===== src/rtl/irq_hub_pkg.sv =====
package irq_hub_pkg;
  localparam int ADDR_W = 4;

  typedef enum logic [ADDR_W-1:0] {
    SEL_SUMMARY   = 4'd0,
    SEL_BUCK_FLAG = 4'd1,
    SEL_BUCK_MASK = 4'd2,
    SEL_BUCK_STAT = 4'd3,
    SEL_LDO_FLAG  = 4'd4,
    SEL_LDO_MASK  = 4'd5,
    SEL_LDO_STAT  = 4'd6,
    SEL_TOP_FLAG  = 4'd7,
    SEL_TOP_MASK  = 4'd8,
    SEL_TOP_STAT  = 4'd9,
    SEL_NONE      = 4'd15
  } regSel_t;

  // strobes from decode to datapath
  typedef struct packed {
    logic    buckFlagClr;
    logic    buckMaskWr;
    logic    ldoFlagClr;
    logic    ldoMaskWr;
    logic    topFlagClr;
    logic    topMaskWr;
    regSel_t rdSel;
  } strobe_t;

  // device-level bit positions
  localparam int TOP_TWARN = 0;
  localparam int TOP_TSHUT = 1;
  localparam int TOP_OVP   = 2;
  localparam int TOP_MEAS  = 3;
  localparam int TOP_RESET = 4;
endpackage


===== src/rtl/irq_hub_decode.sv =====
module irq_hub_decode
  import irq_hub_pkg::*;
(
  input  logic [ADDR_W-1:0] regAddr,
  input  logic              regWrEn,
  output strobe_t           strobe
);
  always_comb begin
    strobe             = '0;
    strobe.rdSel       = (regAddr <= 4'd9) ? regSel_t'(regAddr) : SEL_NONE;
    strobe.buckFlagClr = regWrEn && (regAddr == SEL_BUCK_FLAG);
    strobe.buckMaskWr  = regWrEn && (regAddr == SEL_BUCK_MASK);
    strobe.ldoFlagClr  = regWrEn && (regAddr == SEL_LDO_FLAG);
    strobe.ldoMaskWr   = regWrEn && (regAddr == SEL_LDO_MASK);
    strobe.topFlagClr  = regWrEn && (regAddr == SEL_TOP_FLAG);
    strobe.topMaskWr   = regWrEn && (regAddr == SEL_TOP_MASK);
  end
endmodule


===== src/rtl/irq_hub_rail.sv =====
module irq_hub_rail #(
  parameter int N  = 2,
  parameter int DW = 8
) (
  input  logic          clk,
  input  logic          rstN,
  input  logic [N-1:0]  ilim,
  input  logic [N-1:0]  shortCkt,
  input  logic [N-1:0]  pgood,
  input  logic          flagClr,
  input  logic          maskWr,
  input  logic [DW-1:0] wrData,
  output logic [DW-1:0] flagReg,
  output logic [DW-1:0] maskReg,
  output logic [DW-1:0] statReg,
  output logic          anyPend,
  output logic          anyActive
);
  localparam int FW = 3 * N;

  logic [FW-1:0] flagVec;
  logic [FW-1:0] maskVec;
  logic [N-1:0]  actVec;

  for (genvar i = 0; i < N; i++) begin : gSlice
    logic ilimQ, shortQ, pgQ;
    logic ilimF, shortF, riseF, fallF;
    logic ilimM, riseM, fallM;
    logic clrIlim, clrShort, clrPg;

    assign clrIlim  = flagClr & wrData[3*i];
    assign clrShort = flagClr & wrData[3*i+1];
    assign clrPg    = flagClr & wrData[3*i+2];

    always_ff @(posedge clk) begin
      if (!rstN) begin
        ilimQ <= 1'b0; shortQ <= 1'b0; pgQ <= 1'b0;
        ilimF <= 1'b0; shortF <= 1'b0; riseF <= 1'b0; fallF <= 1'b0;
        ilimM <= 1'b0; riseM <= 1'b0; fallM <= 1'b0;
      end else begin
        ilimQ  <= ilim[i];
        shortQ <= shortCkt[i];
        pgQ    <= pgood[i];
        if (ilim[i] && !ilimQ)          ilimF <= 1'b1;
        else if (clrIlim && !ilim[i])   ilimF <= 1'b0;
        if (shortCkt[i] && !shortQ)     shortF <= 1'b1;
        else if (clrShort)              shortF <= 1'b0;
        if (pgood[i] && !pgQ)           riseF <= 1'b1;
        else if (clrPg)                 riseF <= 1'b0;
        if (!pgood[i] && pgQ)           fallF <= 1'b1;
        else if (clrPg)                 fallF <= 1'b0;
        if (maskWr) begin
          ilimM <= wrData[3*i];
          riseM <= wrData[3*i+1];
          fallM <= wrData[3*i+2];
        end
      end
    end

    assign flagVec[3*i +: 3] = {riseF | fallF, shortF, ilimF};
    assign maskVec[3*i +: 3] = {fallM, riseM, ilimM};
    assign actVec[i] = (ilimF & ~ilimM) | shortF | (riseF & ~riseM) | (fallF & ~fallM);
  end

  if (DW > FW) begin : gSpare
    logic unusedHighBits;
    assign unusedHighBits = ^wrData[DW-1:FW];
  end

  assign flagReg   = DW'(flagVec);
  assign maskReg   = DW'(maskVec);
  assign statReg   = DW'({pgood, ilim});
  assign anyPend   = |flagVec;
  assign anyActive = |actVec;
endmodule


===== src/rtl/irq_hub_datapath.sv =====
module irq_hub_datapath
  import irq_hub_pkg::*;
#(
  parameter int NB = 2,
  parameter int NL = 2,
  parameter int DW = 8
) (
  input  logic          clk,
  input  logic          rstN,
  input  strobe_t       strobe,
  input  logic [DW-1:0] wrData,
  input  logic [NB-1:0] buckIlim,
  input  logic [NB-1:0] buckShort,
  input  logic [NB-1:0] buckPgood,
  input  logic [NL-1:0] ldoIlim,
  input  logic [NL-1:0] ldoShort,
  input  logic [NL-1:0] ldoPgood,
  input  logic          tempWarn,
  input  logic          tempShut,
  input  logic          overVolt,
  input  logic          measReady,
  input  logic          resetEvent,
  input  logic          resetMaskDefault,
  output logic [DW-1:0] rdData,
  output logic          irqN
);
  logic [DW-1:0] buckFlag, buckMask, buckStat, ldoFlag, ldoMask, ldoStat;
  logic buckPend, buckAct, ldoPend, ldoAct;

  irq_hub_rail #(.N(NB), .DW(DW)) uBuck (
    .clk(clk), .rstN(rstN), .ilim(buckIlim), .shortCkt(buckShort), .pgood(buckPgood),
    .flagClr(strobe.buckFlagClr), .maskWr(strobe.buckMaskWr), .wrData(wrData),
    .flagReg(buckFlag), .maskReg(buckMask), .statReg(buckStat),
    .anyPend(buckPend), .anyActive(buckAct));

  irq_hub_rail #(.N(NL), .DW(DW)) uLdo (
    .clk(clk), .rstN(rstN), .ilim(ldoIlim), .shortCkt(ldoShort), .pgood(ldoPgood),
    .flagClr(strobe.ldoFlagClr), .maskWr(strobe.ldoMaskWr), .wrData(wrData),
    .flagReg(ldoFlag), .maskReg(ldoMask), .statReg(ldoStat),
    .anyPend(ldoPend), .anyActive(ldoAct));

  // device-wide flags
  logic twQ, tsQ, ovQ;
  logic twF, tsF, ovF, meF, rsF;
  logic twM, meM, rsM;
  logic clrTw, clrTs, clrOv, clrMe, clrRs;
  logic topAct;
  logic unusedTopBits;

  assign clrTw = strobe.topFlagClr & wrData[TOP_TWARN];
  assign clrTs = strobe.topFlagClr & wrData[TOP_TSHUT];
  assign clrOv = strobe.topFlagClr & wrData[TOP_OVP];
  assign clrMe = strobe.topFlagClr & wrData[TOP_MEAS];
  assign clrRs = strobe.topFlagClr & wrData[TOP_RESET];
  assign unusedTopBits = ^wrData;

  always_ff @(posedge clk) begin
    if (!rstN) begin
      twQ <= 1'b0; tsQ <= 1'b0; ovQ <= 1'b0;
      twF <= 1'b0; tsF <= 1'b0; ovF <= 1'b0; meF <= 1'b0; rsF <= 1'b0;
      twM <= 1'b0; meM <= 1'b0;
      rsM <= resetMaskDefault;
    end else begin
      twQ <= tempWarn; tsQ <= tempShut; ovQ <= overVolt;
      if (tempWarn && !twQ)         twF <= 1'b1;
      else if (clrTw && !tempWarn)  twF <= 1'b0;
      if (tempShut && !tsQ)         tsF <= 1'b1;
      else if (clrTs && !tempShut)  tsF <= 1'b0;
      if (overVolt && !ovQ)         ovF <= 1'b1;
      else if (clrOv && !overVolt)  ovF <= 1'b0;
      if (measReady)                meF <= 1'b1;
      else if (clrMe)               meF <= 1'b0;
      if (resetEvent)               rsF <= 1'b1;
      else if (clrRs)               rsF <= 1'b0;
      if (strobe.topMaskWr) begin
        twM <= wrData[TOP_TWARN];
        meM <= wrData[TOP_MEAS];
      end
    end
  end

  assign topAct = (twF & ~twM) | tsF | ovF | (meF & ~meM) | (rsF & ~rsM);
  assign irqN   = ~(buckAct | ldoAct | topAct);

  always_comb begin
    rdData = '0;
    case (strobe.rdSel)
      SEL_SUMMARY:   rdData = DW'({ldoPend, buckPend});
      SEL_BUCK_FLAG: rdData = buckFlag;
      SEL_BUCK_MASK: rdData = buckMask;
      SEL_BUCK_STAT: rdData = buckStat;
      SEL_LDO_FLAG:  rdData = ldoFlag;
      SEL_LDO_MASK:  rdData = ldoMask;
      SEL_LDO_STAT:  rdData = ldoStat;
      SEL_TOP_FLAG: begin
        rdData[TOP_TWARN] = twF;
        rdData[TOP_TSHUT] = tsF;
        rdData[TOP_OVP]   = ovF;
        rdData[TOP_MEAS]  = meF;
        rdData[TOP_RESET] = rsF;
      end
      SEL_TOP_MASK: begin
        rdData[TOP_TWARN] = twM;
        rdData[TOP_MEAS]  = meM;
        rdData[TOP_RESET] = rsM;
      end
      SEL_TOP_STAT: begin
        rdData[TOP_TWARN] = tempWarn;
        rdData[TOP_TSHUT] = tempShut;
        rdData[TOP_OVP]   = overVolt;
      end
      default: rdData = '0;
    endcase
  end
endmodule


===== src/rtl/irq_hub.sv =====
module irq_hub
  import irq_hub_pkg::*;
#(
  parameter int NB = 2,
  parameter int NL = 2,
  parameter int DW = 8
) (
  input  logic              clk,
  input  logic              rstN,
  input  logic [NB-1:0]     buckIlim,
  input  logic [NB-1:0]     buckShort,
  input  logic [NB-1:0]     buckPgood,
  input  logic [NL-1:0]     ldoIlim,
  input  logic [NL-1:0]     ldoShort,
  input  logic [NL-1:0]     ldoPgood,
  input  logic              tempWarn,
  input  logic              tempShut,
  input  logic              overVolt,
  input  logic              measReady,
  input  logic              resetEvent,
  input  logic              resetMaskDefault,
  input  logic [ADDR_W-1:0] regAddr,
  input  logic              regWrEn,
  input  logic [DW-1:0]     regWrData,
  output logic [DW-1:0]     regRdData,
  output logic              irqN
);
  strobe_t strobe;

  irq_hub_decode uDecode (.regAddr(regAddr), .regWrEn(regWrEn), .strobe(strobe));

  irq_hub_datapath #(.NB(NB), .NL(NL), .DW(DW)) uDatapath (
    .clk(clk), .rstN(rstN), .strobe(strobe), .wrData(regWrData),
    .buckIlim(buckIlim), .buckShort(buckShort), .buckPgood(buckPgood),
    .ldoIlim(ldoIlim), .ldoShort(ldoShort), .ldoPgood(ldoPgood),
    .tempWarn(tempWarn), .tempShut(tempShut), .overVolt(overVolt),
    .measReady(measReady), .resetEvent(resetEvent),
    .resetMaskDefault(resetMaskDefault),
    .rdData(regRdData), .irqN(irqN));
endmodule


===== config.mk =====
export PLATFORM = sky130hd
export DESIGN_NAME = irq_hub
export DESIGN_NICKNAME = d
export VERILOG_FILES = /design/src/rtl/irq_hub_pkg.sv /design/src/rtl/irq_hub_decode.sv /design/src/rtl/irq_hub_rail.sv /design/src/rtl/irq_hub_datapath.sv /design/src/rtl/irq_hub.sv
export SDC_FILE = /design/constraint.sdc
export NUM_CORES = 1
export LEC_CHECK = 0
export CAP_MARGIN = 10
export CORE_MARGIN = 3
export CORE_UTILIZATION = 25
export CTS_CLUSTER_DIAMETER = 60
export DETAILED_ROUTE_END_ITERATION = 16
export DONT_BUFFER_PORTS = 1
export GPL_ROUTABILITY_DRIVEN = 0
export PLACE_DENSITY_LB_ADDON = 0.08
export SKIP_CTS_REPAIR_TIMING = 1
export SLEW_MARGIN = 30
export SYNTH_ARGS = -nofsm -noshare
export SYNTH_HDL_FRONTEND = slang
export SYNTH_HIERARCHICAL = 1
export SYNTH_SLANG_ARGS = --single-unit

===== constraint.sdc =====
create_clock -name clk -period 2.6 [get_ports clk]
set_input_delay 0 -clock clk [delete_from_list [all_inputs] [get_ports clk]]
set_output_delay 0 -clock clk [all_outputs]
set_load 0.005 [all_outputs]

# After elaboration in Yosys (flattened, before gate mapping)
# Index checks and enable logic that the tools add are counted.
totals:
  latch_bits: 0
  register_bits: 51
  rom_bits: 0
  input_bits: 33
  word_cells: 264
  mem_bits_rw: 0
  output_inout_bits: 9
  memories: 0
op_classes:
  bitwise_logic: 70
  n_eq_ne: 15
  n_reduce_logical: 84
  div: 0
  n_mux: 43
  n_addsub: 0
  n_shift: 0
  mul: 0
  n_lt_le_gt_ge: 1
ops:
  columns: ["op", "count"]
  rows:
  - ["$reduce_bool A2 Y1", 21]
  - ["$mux W1", 38]
  - ["$and A1 B1 Y1", 32]
  - ["$logic_and A1 B1 Y1", 32]
  - ["$eq A4 B3 Y1 const B", 7]
  - ["$logic_not A1 Y1", 26]
  - ["$or A1 B1 Y1", 22]
  - ["$pmux W2 S9", 1]
  - ["$not A1 Y1", 16]
  - ["$pmux W2 S8", 1]
  - ["$eq A4 B2 Y1 const B", 3]
  - ["$eq A4 B4 Y1 const B", 3]
  - ["$reduce_or A6 Y1", 2]
  - ["$pmux W1 S10", 1]
  - ["$eq A4 B1 Y1 const B", 2]
  - ["$le A4 B4 Y1 const B", 1]
  - ["$logic_not A4 Y1", 1]
  - ["$mux W4", 1]
  - ["$pmux W1 S4", 1]
  - ["$reduce_or A2 Y1", 2]

# Depth between registers and ports, before layout
# Gate-level depths: netlist of run 1.
logic_depth:
  word_depth: 9
  depth_mapped: 7
  mapped_depth_nobuf: 6

# Hierarchy
# Netlist of run 1, hierarchy kept.
modules_own_cells:
  columns: ["module", "cells_each", "seq_area_each_um2", "instances", "area_per_inst_um2"]
  rows:
  - ["irq_hub_rail", 110, 400.4, 2, 970.9]
  - ["irq_hub_datapath", 126, 230.2, 1, 1034.7]
  - ["irq_hub_decode", 16, 0.0, 1, 101.3]

# Worst setup path after synthesis of run 1
# Ideal clock, no wire load.
synth_timing:
  kind: "flip-flop to output port"
  start: "reg uDatapath.uLdo.gSlice[0].fallF"
  end: "out regRdData[1]"
  required_time_ns: 2.600
  arrival_time_ns: 1.531
  slack_ns: 1.069
  stages_incl_launch_ff: 6
  path_buffers: 0
  cell_sequence: "dfxtp_1 or2_4 nor3_1 nand3b_1 mux4_2 a221o_1"
synth_via:
  elab_chain_cells: 3
synth_lines:
  columns: ["item", "line_no", "text"]
  rows:
  - ["from (decl)", "irq_hub_rail.sv:27", "logic ilimF, shortF, riseF, fallF;"]
  - ["from (signal assigned)", "irq_hub_rail.sv:38", "ilimF <= 1'b0; shortF <= 1'b0; riseF <= 1'b0; fallF <= 1'b0;"]
  - ["from (signal assigned)", "irq_hub_rail.sv:50", "if (!pgood[i] && pgQ) fallF <= 1'b1;"]
  - ["from (signal assigned)", "irq_hub_rail.sv:51", "else if (clrPg) fallF <= 1'b0;"]
  - ["$or A1 B1 Y1", "irq_hub_rail.sv:60", "assign flagVec[3*i +: 3] = {riseF | fallF, shortF, ilimF};"]
  - ["via uDatapath.ldoFlag[2]", "irq_hub_datapath.sv:27", "logic [DW-1:0] buckFlag, buckMask, buckStat, ldoFlag, ldoMask, ldoStat;"]
  - ["$reduce_or A6 Y1", "irq_hub_rail.sv:73", "assign anyPend = |flagVec;"]
  - ["via uDatapath.ldoPend", "irq_hub_datapath.sv:28", "logic buckPend, buckAct, ldoPend, ldoAct;"]
  - ["$pmux W2 S9", "irq_hub_datapath.sv:87", "case (strobe.rdSel)"]
  - ["to (decl)", "irq_hub.sv:25", "output logic [DW-1:0] regRdData,"]
# The timed path passes the listed nets, and every way through them passes these cells.

# Worst setup path in the final report of run 1
layout_timing:
  start: "reg uDatapath.uLdo.gSlice[1].ilimM"
  end: "out irqN"
layout_via:
  elab_chain_cells: 9
layout_lines:
  columns: ["item", "line_no", "text"]
  rows:
  - ["from (decl)", "irq_hub_rail.sv:28", "logic ilimM, riseM, fallM;"]
  - ["from (signal assigned)", "irq_hub_rail.sv:53", "ilimM <= wrData[3*i];"]
  - ["$not A1 Y1", "irq_hub_rail.sv:62", "assign actVec[i] = (ilimF & ~ilimM) | shortF | (riseF & ~riseM) | (fallF & ~fallM);"]
  - ["$and A1 B1 Y1", "irq_hub_rail.sv:62", null]
  - ["$or A1 B1 Y1 (3 in a row)", "irq_hub_rail.sv:62", null]
  - ["$reduce_or A2 Y1", "irq_hub_rail.sv:74", "assign anyActive = |actVec;"]
  - ["via uDatapath.ldoAct", "irq_hub_datapath.sv:28", null]
  - ["$or A1 B1 Y1 (2 in a row)", "irq_hub_datapath.sv:83", "assign irqN = ~(buckAct | ldoAct | topAct);"]
  - ["$not A1 Y1", "irq_hub_datapath.sv:83", null]
  - ["to (decl)", "irq_hub.sv:26", "output logic irqN"]
# The timed path passes the listed nets, and every way through them passes these cells.

==> impl_metrics.py, run 1 <==
metrics = {
    "cts": {
        "cts_tree": "done",
        "root_buffer": "clkbuf_16",
        "cts_buffers": 5,
        "htree_levels": 2,
        "path_clk_slew_ps": 70,
        "cts.sinks": 51,
        "insertion_delay_ps": 290,
        "cts_buffer_depth": 2,
    },
    "placed_design": {
        "dp_hpwl_um": 6490,
        "dp.cells": 461,
        "portBuffers": 0,
        "pre_cts_slack_ps": 915,
        "placed_area_um2": 2910,
    },
    "die": {
        "placeableCoreArea_um2": 11700,
        "initial_core_util_pct": 26.3,
        "rows": 39,
        "die_y_um": 117,
        "ios": 42,
        "die-area_um2": 13700,
        "die-width_um": 117,
    },
    "drt": {
        "routed_via_density": 4.65,
        "drt-pass1-iter-count": 4,
        "routed.top_layer": "met4",
        "ant_nets": 0,
        "wl_met1_um": 4660,
        "vias": 2372,
        "totalWireLength_um": 9430,
        "wire_per_inst_um": 18.5,
        "route.met2.wl_um": 4280,
        "met3_length_um": 339,
        "first_iter_violations": 77,
        "route.detailed.drc": 0,
    },
    "power": {
        "comb_power_share_pct": 15.4,
        "leakage_nw": 1.28,
        "p_switching_uw": 461,
        "power.share.switching_pct": 25.0,
        "p_seq_share_pct": 46.4,
        "power.density_nw_per_um2": 529,
        "irDropWorstVdd_mv": 0.225,
        "pwr-share-clk_pct": 38.2,
        "intPower_mw": 1.38,
    },
    "synthesis": {
        "synth_top_family_by_area": "simple AND/OR/NAND/NOR gates",
        "synth_area_leader_cell": "dfxtp_1",
        "yosysSeqAreaShare_pct": 33.5,
        "syn_avg_cell_area_um2": 8.50,
        "yosys.area_share.adder_pct": 0,
        "yosysWarningCount": 6,
        "synth.top_cell.area_share_pct": 32.5,
        "synth_compound_area_share_pct": 14.5,
        "synth_commonest_cells": "dfxtp_1 (50), buf_4 (48), nor2b_1 (43)",
        "synthTopCellsByArea": "dfxtp_1 (33%), buf_4 (12%), nor2b_1 (8.7%)",
        "syn_inst": 362,
        "netlist_area_um2": 3080,
        "synth-seq-cells": 51,
        "synth_most_common_cell": "dfxtp_1",
        "synthMuxAreaShare_pct": 9.47,
        "synth_edf_count": 1,
        "synth-simple-area-share_pct": 26.8,
        "synth-xor-area-share_pct": 0,
        "async_flop_share_pct": 0,
        "synth_flop_cell": "dfxtp_1",
        "synth_cell_types": 52,
    },
    "timing": {
        "tightest_slew_ps": 906,
        "setup_viol": 0,
        "fin_crit_ps": 1990,
        "final.period_utilization_pct": 76.4,
        "rsz0062_at_grt": "no",
        "fin_setup_tns_ps": 0,
        "worst_slack_ps": 613,
        "slew_headroom_pct": 39.2,
        "maxSlewViolCount": 0,
        "hold_slack_ps": -39.7,
        "finalHoldViolations": 11,
        "clock_skew_ps": 2.01,
        "fmax_ghz": 0.503,
    },
    "worst_hold_path": {
        "hold_start": "tempWarn",
        "hp-class": "primary input to register",
        "hold_end": "uDatapath/twF$_SDFFE_PN0P_",
        "holdPathStages": 3,
    },
    "outcome": {
        "status": "complete, but fails checks",
        "violations": "hold timing",
    },
    "critical_path": {
        "path_max_fanout": 3,
        "rr_worst_depth": 3,
        "cp-start-kind": "register",
        "r2r-start": "uDatapath/uLdo/gSlice[1].shortF$_SDFFE_PN0P_",
        "critPathKind": "register to primary output",
        "worstPathRequired_ps": 2600,
        "r2r-end": "uDatapath/uLdo/gSlice[1].shortF$_SDFFE_PN0P_",
        "arrival_ps": 1990,
        "rrSetupSlack_ps": 1410,
        "setup.worst_path.end_class": "primary output",
    },
    "cells_and_area": {
        "drive_above_1_share_pct": 8.45,
        "fillers": 1287,
        "final_area_um2": 3490,
        "syn_to_final_growth_pct": 13.3,
        "diodes": 0,
        "fin_cells": 510,
        "nets": 399,
    },
    "global_route": {
        "grt_pass1_vias": 2169,
        "grt_max_degree": 45,
        "overflow": 0,
        "antenna_found_initial": 0,
        "grt_pass1_wl_um": 13200,
        "grt_usage_pct": 13.2,
    },
    "job": {
        "drv_cap": 0,
    },
}
==> metrics by stage <==
| step | util (%) | power [mW] |
|---|---|---|
| 3_5_place_dp | 24.9 | 1.09 |
| 3_3_place_gp | 24.8 | 1.08 |
| 2_1_floorplan | - | 1.09 |
| 4_1_cts | 26.2 | 1.80 |
| 5_1_grt | 29.8 | 1.93 |
| 6_report | 29.8 | 1.84 |
==> critical path, cell delays in order, from the launching register on <==
cell,delay (ps)
dfxtp_1,360
inv_1,50
a222oi_1,310
nand4_1,180
or4_1,520
nor3_1,270
==> area by class of cell <==
cell class              instances  area, um^2  area share (%)
inverters                      17        63.8            1.83
well taps                     143         179            5.13
flip-flops and latches         51        1030            29.6
clock buffers                   8         156            4.48
multi-input cells             250        1640            47.0
repair buffers                 41         420            12.1
==> cell usage in the layout, fill, tap and decap left out, types with 3 or more instances in the layout <==
| cell type | n |
|---|---|
| dfxtp_1 | 50 |
| nor2b_1 | 43 |
| dlygate4sd3_1 | 40 |
| a21oi_1 | 24 |
| nand2_1 | 23 |
| mux2i_1 | 19 |
| conb_1 | 16 |
| inv_1 | 15 |
| and2_1 | 15 |
| nor2_1 | 13 |
| o21ai_0 | 9 |
| nand2b_1 | 8 |
| mux2_2 | 7 |
| nand3b_1 | 7 |
| clkbuf_16 | 5 |
| a22oi_1 | 5 |
| nand3_1 | 5 |
| a31oi_1 | 5 |
| nor3_1 | 5 |
| a22o_1 | 4 |
| a21boi_0 | 4 |
| and2b_1 | 3 |
| and3_1 | 3 |
==> per-layer routing <==
layer | global-route usage, % | vias up
met5 | 0 | -
met4 | 4.59 | 0
met3 | 2.88 | 9
met2 | 20.9 | 35
met1 | 17.9 | 1145
li1 | - | 1183
==> cell families (layout without fill, tap and decap cells) <==
family,after synthesis,in the layout
multiplexers,27,27
flip-flops,51,51
other,2,16
AO/OA/AOI/OAI,66,66
AND/OR/NAND/NOR,141,141
buffers and inverters,75,66
==> power by group through the flow <==
| stage | clock (mW) | sequential, mW | combinational [mW] |
|---|---|---|---|
| final | 0.704 | 0.856 | 0.284 |
| after global routing | 0.759 | 0.861 | 0.314 |
| after CTS | 0.733 | 0.856 | 0.212 |
| after detailed placement | 0 | 0.874 | 0.211 |
| after global placement | 0 | 0.874 | 0.210 |
| after floorplan | 0 | 0.861 | 0.229 |
==> worst max path at each step <==
stage	start	to	cells past startpoint
2_1_floorplan	uDatapath/uLdo/gSlice[0].fallF$_SDFFE_PN0P_	regRdData[1]	5
3_3_place_gp	uDatapath/uLdo/gSlice[1].ilimM$_SDFFE_PN0P_	irqN	5
3_5_place_dp	uDatapath/uLdo/gSlice[1].ilimM$_SDFFE_PN0P_	irqN	5
4_1_cts	uDatapath/uLdo/gSlice[1].ilimM$_SDFFE_PN0P_	irqN	5
5_1_grt	uDatapath/uLdo/gSlice[1].ilimM$_SDFFE_PN0P_	irqN	5
6_report	uDatapath/uLdo/gSlice[1].ilimM$_SDFFE_PN0P_	irqN	5
Note: power is estimated with default switching activity, not from simulation.
==> run 2: changes to the inputs <==
--- a/config.mk
+++ b/config.mk
@@ -5,6 +5,7 @@
 export SDC_FILE = /design/constraint.sdc
 export NUM_CORES = 1
 export LEC_CHECK = 0
+export ABC_AREA = 1
 export CAP_MARGIN = 10
 export CORE_MARGIN = 3
 export CORE_UTILIZATION = 25
==> constraint.sdc (replaced) <==
create_clock -name clk -period 1.75 [get_ports clk]
set_input_delay 0 -clock clk [delete_from_list [all_inputs] [get_ports clk]]
set_output_delay 0 -clock clk [all_outputs]
set_load 0.005 [all_outputs]
==> run 2 against run 1 <==
Against the previous run: the run now ends clean; combinational power up 50%; largest cell class unchanged; utilization decreased by 0.25 points; register-to-register slack worse by 910 ps; global-route usage is 0.39 points lower; highest routed layer unchanged; sequential share of layout area fell by 0.73 points; sequential power grew 51%; non-clock buffer count is 4 higher; via count increased by 13%; clock skew grew 5.4 ps; flip-flop and latch count is the same; area after synthesis rose by 1.8%; wire length is 1.6% lower.
==> impl_metrics.py, run 2 <==
metrics = {
    "cts": {
        "path_clk_slew_ps": 70,
        "cts_buffers": 5,
        "htree_levels": 2,
        "cts_tree": "done",
        "cts_buffer_depth": 2,
        "cts.sinks": 51,
        "root_buffer": "clkbuf_16",
        "insertion_delay_ps": 300,
    },
    "worst_hold_path": {
        "hp-class": "primary input to register",
    },
    "timing": {
        "maxSlewViolCount": 0,
        "rsz0062_at_grt": "no",
        "finalHoldViolations": 0,
        "fin_crit_ps": 1560,
        "final.period_utilization_pct": 89.2,
        "fin_setup_tns_ps": 0,
        "clock_skew_ps": 7.40,
        "fmax_ghz": 0.640,
        "setup_viol": 0,
        "hold_slack_ps": 13.6,
    },
    "synthesis": {
        "synth_area_leader_cell": "dfxtp_1",
        "synthTopCellsByArea": "dfxtp_1 (32%), nand2_1 (15%), buf_4 (11%)",
        "synth_edf_count": 1,
        "synth_cell_types": 25,
        "synth_commonest_cells": "nand2_1 (129), inv_1 (63), nor2_1 (51)",
        "yosysWarningCount": 6,
        "syn_inst": 473,
        "yosysSeqAreaShare_pct": 32.9,
        "synth_most_common_cell": "nand2_1",
        "synth_flop_cell": "dfxtp_1",
        "synth-seq-cells": 51,
        "netlist_area_um2": 3130,
        "syn_avg_cell_area_um2": 6.62,
        "async_flop_share_pct": 0,
        "synth.top_cell.area_share_pct": 31.9,
    },
    "critical_path": {
        "critPathKind": "register to primary output",
        "path_max_fanout": 3,
        "setup.worst_path.end_class": "primary output",
        "cp-start-kind": "register",
        "worstPathRequired_ps": 1750,
        "arrival_ps": 1560,
    },
    "power": {
        "power.share.switching_pct": 27.1,
        "intPower_mw": 2.08,
        "p_switching_uw": 776,
        "p_seq_share_pct": 45.0,
        "leakage_nw": 1.67,
        "pwr-share-clk_pct": 40.2,
        "power.density_nw_per_um2": 799,
        "comb_power_share_pct": 14.9,
        "power.total_mw": 2.86,
        "irDropWorstVdd_mv": 0.351,
    },
    "global_route": {
        "grt_pass1_wl_um": 13700,
        "grt_usage_pct": 12.8,
        "grt_max_degree": 45,
        "overflow": 0,
        "antenna_found_initial": 0,
        "grt_pass1_vias": 2432,
    },
    "cells_and_area": {
        "multiInputGateArea_um2": 1470,
        "fin_util_pct": 29.5,
        "nets": 518,
        "regArea_um2": 1030,
        "syn_to_final_growth_pct": 14.2,
        "fin_cells": 654,
        "fillers": 1384,
        "layout.cells.most_common": "nand2_1",
        "final_cell_mix": "nand2_1 (129), inv_1 (63), nor2_1 (51)",
        "diodes": 0,
        "drive_above_1_share_pct": 11.7,
    },
    "placed_design": {
        "dp.cells": 608,
        "dp_hpwl_um": 6630,
        "portBuffers": 0,
    },
    "drt": {
        "drt-pass1-iter-count": 4,
        "wire_per_inst_um": 14.2,
        "first_iter_violations": 126,
        "totalWireLength_um": 9280,
        "ant_nets": 0,
        "route.detailed.drc": 0,
        "routed_via_density": 4.11,
        "vias": 2689,
    },
    "die": {
        "die_y_um": 118,
        "die-width_um": 118,
        "placeableCoreArea_um2": 12100,
        "ios": 42,
        "initial_core_util_pct": 25.9,
        "die-area_um2": 13900,
        "rows": 40,
    },
    "job": {
        "drv_cap": 0,
    },
    "outcome": {
        "status": "complete, no violations",
    },
}
## run 2: changes by cell type in the layout (fill, tap and decap cells not counted), sizes merged, moves of 20 or more
cell   before  now
nand2      23  129
inv        16   67
nor2       13   63
nor2b      46    0
nand3       5   44
o21ai       9   29
## run 2: worst paths after layout
path | startpoint | to | slack [ps] | cells after the start
hold reg to reg | uDatapath/uLdo/gSlice[1].shortQ$_SDFF_PN0_ | uDatapath/uLdo/gSlice[1].shortF$_SDFFE_PN0P_ | 420 | 1
setup / recovery | uDatapath/uBuck/gSlice[1].shortF$_SDFFE_PN0P_ | irqN | 190 | 7
setup reg to reg | uDatapath/tsF$_SDFFE_PN0P_ | uDatapath/tsF$_SDFFE_PN0P_ | 500 | 3
hold / removal | regWrEn | uDatapath/twM$_SDFFE_PN0P_ | 10 | 3
## run 2: final cells by class
| type | count | area share, % |
|---|---|---|
| multi-input combinational | 315 | 41.0 |
| sequential | 51 | 28.8 |
| clock inverter | 2 | 1.05 |
| inverter | 67 | 7.03 |
| timing repair buffer | 45 | 12.6 |
| clock buffer | 6 | 3.60 |
| tap | 168 | 5.88 |
## run 2: power by group through the flow
stage / combinational, mW / sequential (mW) / clock, mW
detailed placement: 0.314 / 1.31 / 0
finish: 0.425 / 1.29 / 1.15
CTS: 0.315 / 1.29 / 1.18
global route: 0.482 / 1.29 / 1.22
floorplan: 0.337 / 1.29 / 0
global placement: 0.313 / 1.31 / 0
## run 2: kinds of logic after synthesis
group | Yosys count | synth area share [%]
AO/OA/AOI/OAI | 57 | 11.5
buffers and inverters | 121 | 21.9
flip-flops | 51 | 32.9
other | 2 | 0.240
AND/OR/NAND/NOR | 242 | 33.5
## run 2: stage by stage
step	setup WS (ps)	instance area, um^2
floorplan	674	3190
global placement	430	3010
finish	189	3580
CTS	139	3180
global route	12.9	3580
detailed placement	450	3010
## run 2: per-layer routing
layer / vias up / GRT usage (%) / share of wire [%]
met1: 1212 / 16.9 / 47
met4: 0 / 3.52 / 1.3
li1: 1425 / - / -
met5: - / 0 / 0
met3: 8 / 2.88 / 4.6
met2: 44 / 21.2 / 47
## run 2: worst max-delay path: stages, from the launching register on
cell and delay (ps):
dfxtp_1 360, nor2_1 160, nand2_1 70, nor2_1 120, nand2_1 90, nor2_1 110
nand2_1 70, nor3_1 290
==> run 3: changes to the inputs <==
--- a/config.mk
+++ b/config.mk
@@ -7,7 +7,7 @@
 export LEC_CHECK = 0
 export ABC_AREA = 1
 export CAP_MARGIN = 10
-export CORE_MARGIN = 3
+export CORE_MARGIN = 2
 export CORE_UTILIZATION = 25
 export CTS_CLUSTER_DIAMETER = 60
 export DETAILED_ROUTE_END_ITERATION = 16
==> run 3 against run 2 <==
Against the previous run: die area down 3.4%; first-iteration DRC count decreased by 34%; clock skew shrank 4.4 ps; largest power group unchanged; final area fell by 0.63%; largest cell class unchanged; clock power shrank 14%; the run now ends with hold timing left; sequential power hardly changed.
==> impl_metrics.py, run 3 (synthesized netlist as in run 2, its figures left out) <==
metrics = {
    "outcome": {
        "status": "complete, but fails checks",
        "violations": "hold timing",
    },
    "cells_and_area": {
        "syn_to_final_growth_pct": 13.5,
        "diodes": 0,
        "drive_above_1_share_pct": 11.7,
        "fin_cells": 655,
        "layout.cells.most_common": "nand2_1",
        "nets": 519,
        "fin_util_pct": 29.3,
        "final_cell_mix": "nand2_1 (129), inv_1 (63), nor2_1 (51)",
    },
    "die": {
        "die-area_um2": 13400,
        "placeableCoreArea_um2": 12100,
        "ios": 42,
        "die_y_um": 116,
        "initial_core_util_pct": 25.9,
        "rows": 40,
        "die-width_um": 116,
    },
    "critical_path": {
        "worstPathRequired_ps": 1750,
        "rrSetupSlack_ps": 530,
        "arrival_ps": 1550,
        "crit_chain": "nor2_1 -> nand2_1 -> nor2_1 -> nand2_1 -> nor2_1 -> nand2_1 -> nor3_1",
        "cp-start-kind": "register",
        "setup.worst_path.end_class": "primary output",
        "path_max_fanout": 3,
        "crit_slowest_cell": "dfxtp_1",
        "rr_worst_depth": 5,
        "critPathKind": "register to primary output",
        "path_depth": 7,
        "critPathBufInv": 0,
        "crit_path_max_incr_delay_ps": 350,
        "cpLargestDelayFamily": "simple AND/OR/NAND/NOR gates",
    },
    "power": {
        "power.total_mw": 2.70,
        "p_seq_share_pct": 47.6,
        "irDropWorstVdd_mv": 0.371,
        "pwr-share-clk_pct": 36.6,
        "intPower_mw": 1.94,
        "power.share.switching_pct": 28.2,
        "comb_power_share_pct": 15.7,
        "power.density_nw_per_um2": 758,
        "p_switching_uw": 760,
        "leakage_nw": 1.67,
    },
    "timing": {
        "rsz0062_at_grt": "no",
        "fmax_ghz": 0.646,
        "clock_skew_ps": 3.03,
        "maxSlewViolCount": 0,
        "final.period_utilization_pct": 88.5,
        "setup_viol": 0,
        "fin_setup_tns_ps": 0,
        "finalHoldViolations": 2,
        "hold_slack_ps": -47.6,
        "fin_crit_ps": 1550,
    },
    "worst_hold_path": {
        "hp-class": "primary input to register",
        "holdPathStages": 3,
    },
    "drt": {
        "routed_via_density": 4.12,
        "vias": 2700,
        "totalWireLength_um": 9120,
        "ant_nets": 0,
        "route.detailed.drc": 0,
        "drt-pass1-iter-count": 4,
        "first_iter_violations": 83,
        "wire_per_inst_um": 13.9,
    },
    "cts": {
        "htree_levels": 2,
        "root_buffer": "clkbuf_16",
        "cts_buffer_depth": 2,
        "cts_buffers": 5,
        "cts_tree": "done",
        "path_clk_slew_ps": 70,
        "cts.sinks": 51,
        "insertion_delay_ps": 300,
    },
    "global_route": {
        "grt_pass1_wl_um": 13400,
        "antenna_found_initial": 1,
        "overflow": 0,
        "grt_usage_pct": 13.4,
        "grt_pass1_vias": 2367,
        "grt_max_degree": 45,
    },
    "job": {
        "drv_cap": 0,
    },
    "placed_design": {
        "portBuffers": 0,
        "dp.cells": 608,
        "dp_hpwl_um": 6620,
    },
}
## run 3: changes by cell type in the layout (fill, tap and decap cells not counted)
cell           delta
bufinv_16         -1
dlygate4sd3_1     +1
clkinv_2          +1
buf_12            +1
buf_16            -1
## run 3: metrics by stage
stage / setup WS [ps] / area [um^2]
after floorplan: 674 / 3190
after global placement: 372 / 3010
after detailed placement: 383 / 3010
after CTS: 152 / 3150
after global routing: 7.57 / 3550
final: 201 / 3550
## run 3: path summary, 6_finish.rpt
path | startpoint | endpoint
min | regAddr[3] | uDatapath/twM$_SDFFE_PN0P_
max | uDatapath/uBuck/gSlice[1].shortF$_SDFFE_PN0P_ | irqN
max reg2reg | uDatapath/meF$_SDFFE_PN0P_ | uDatapath/meF$_SDFFE_PN0P_
min reg2reg | uDatapath/uBuck/gSlice[0].shortQ$_SDFF_PN0_ | uDatapath/uBuck/gSlice[0].shortF$_SDFFE_PN0P_
## run 3: routing by layer
| metal | track usage (%) | routed length (um) |
|---|---|---|
| met3 | 2.98 | 325 |
| met4 | 3.33 | 87 |
| met2 | 21.8 | 4330 |
| met1 | 18.2 | 4370 |
| met5 | 0 | 0 |
## run 3: area by class of cell
class                           instances  area (um^2)
Clock inverter                          2         12.5
Multi-Input combinational cell        315         1470
Timing Repair Buffer                   46          453
Sequential cell                        51         1030
Clock buffer                            6          129
Fill cell                            1395         8560
Tap cell                              168          210
Inverter                               67          251
## run 3: worst min-delay path, stage by stage
cell	delay (ps)
nand2_1	40
nor2_1	60
a21oi_1	110
## run 3: power by group through the flow
stage	registers [mW]	logic [mW]	clock network (mW)
finish	1.28	0.424	0.987
global route	1.29	0.480	1.06
floorplan	1.29	0.337	0
CTS	1.29	0.316	1.02
detailed placement	1.31	0.314	0
global placement	1.31	0.313	0
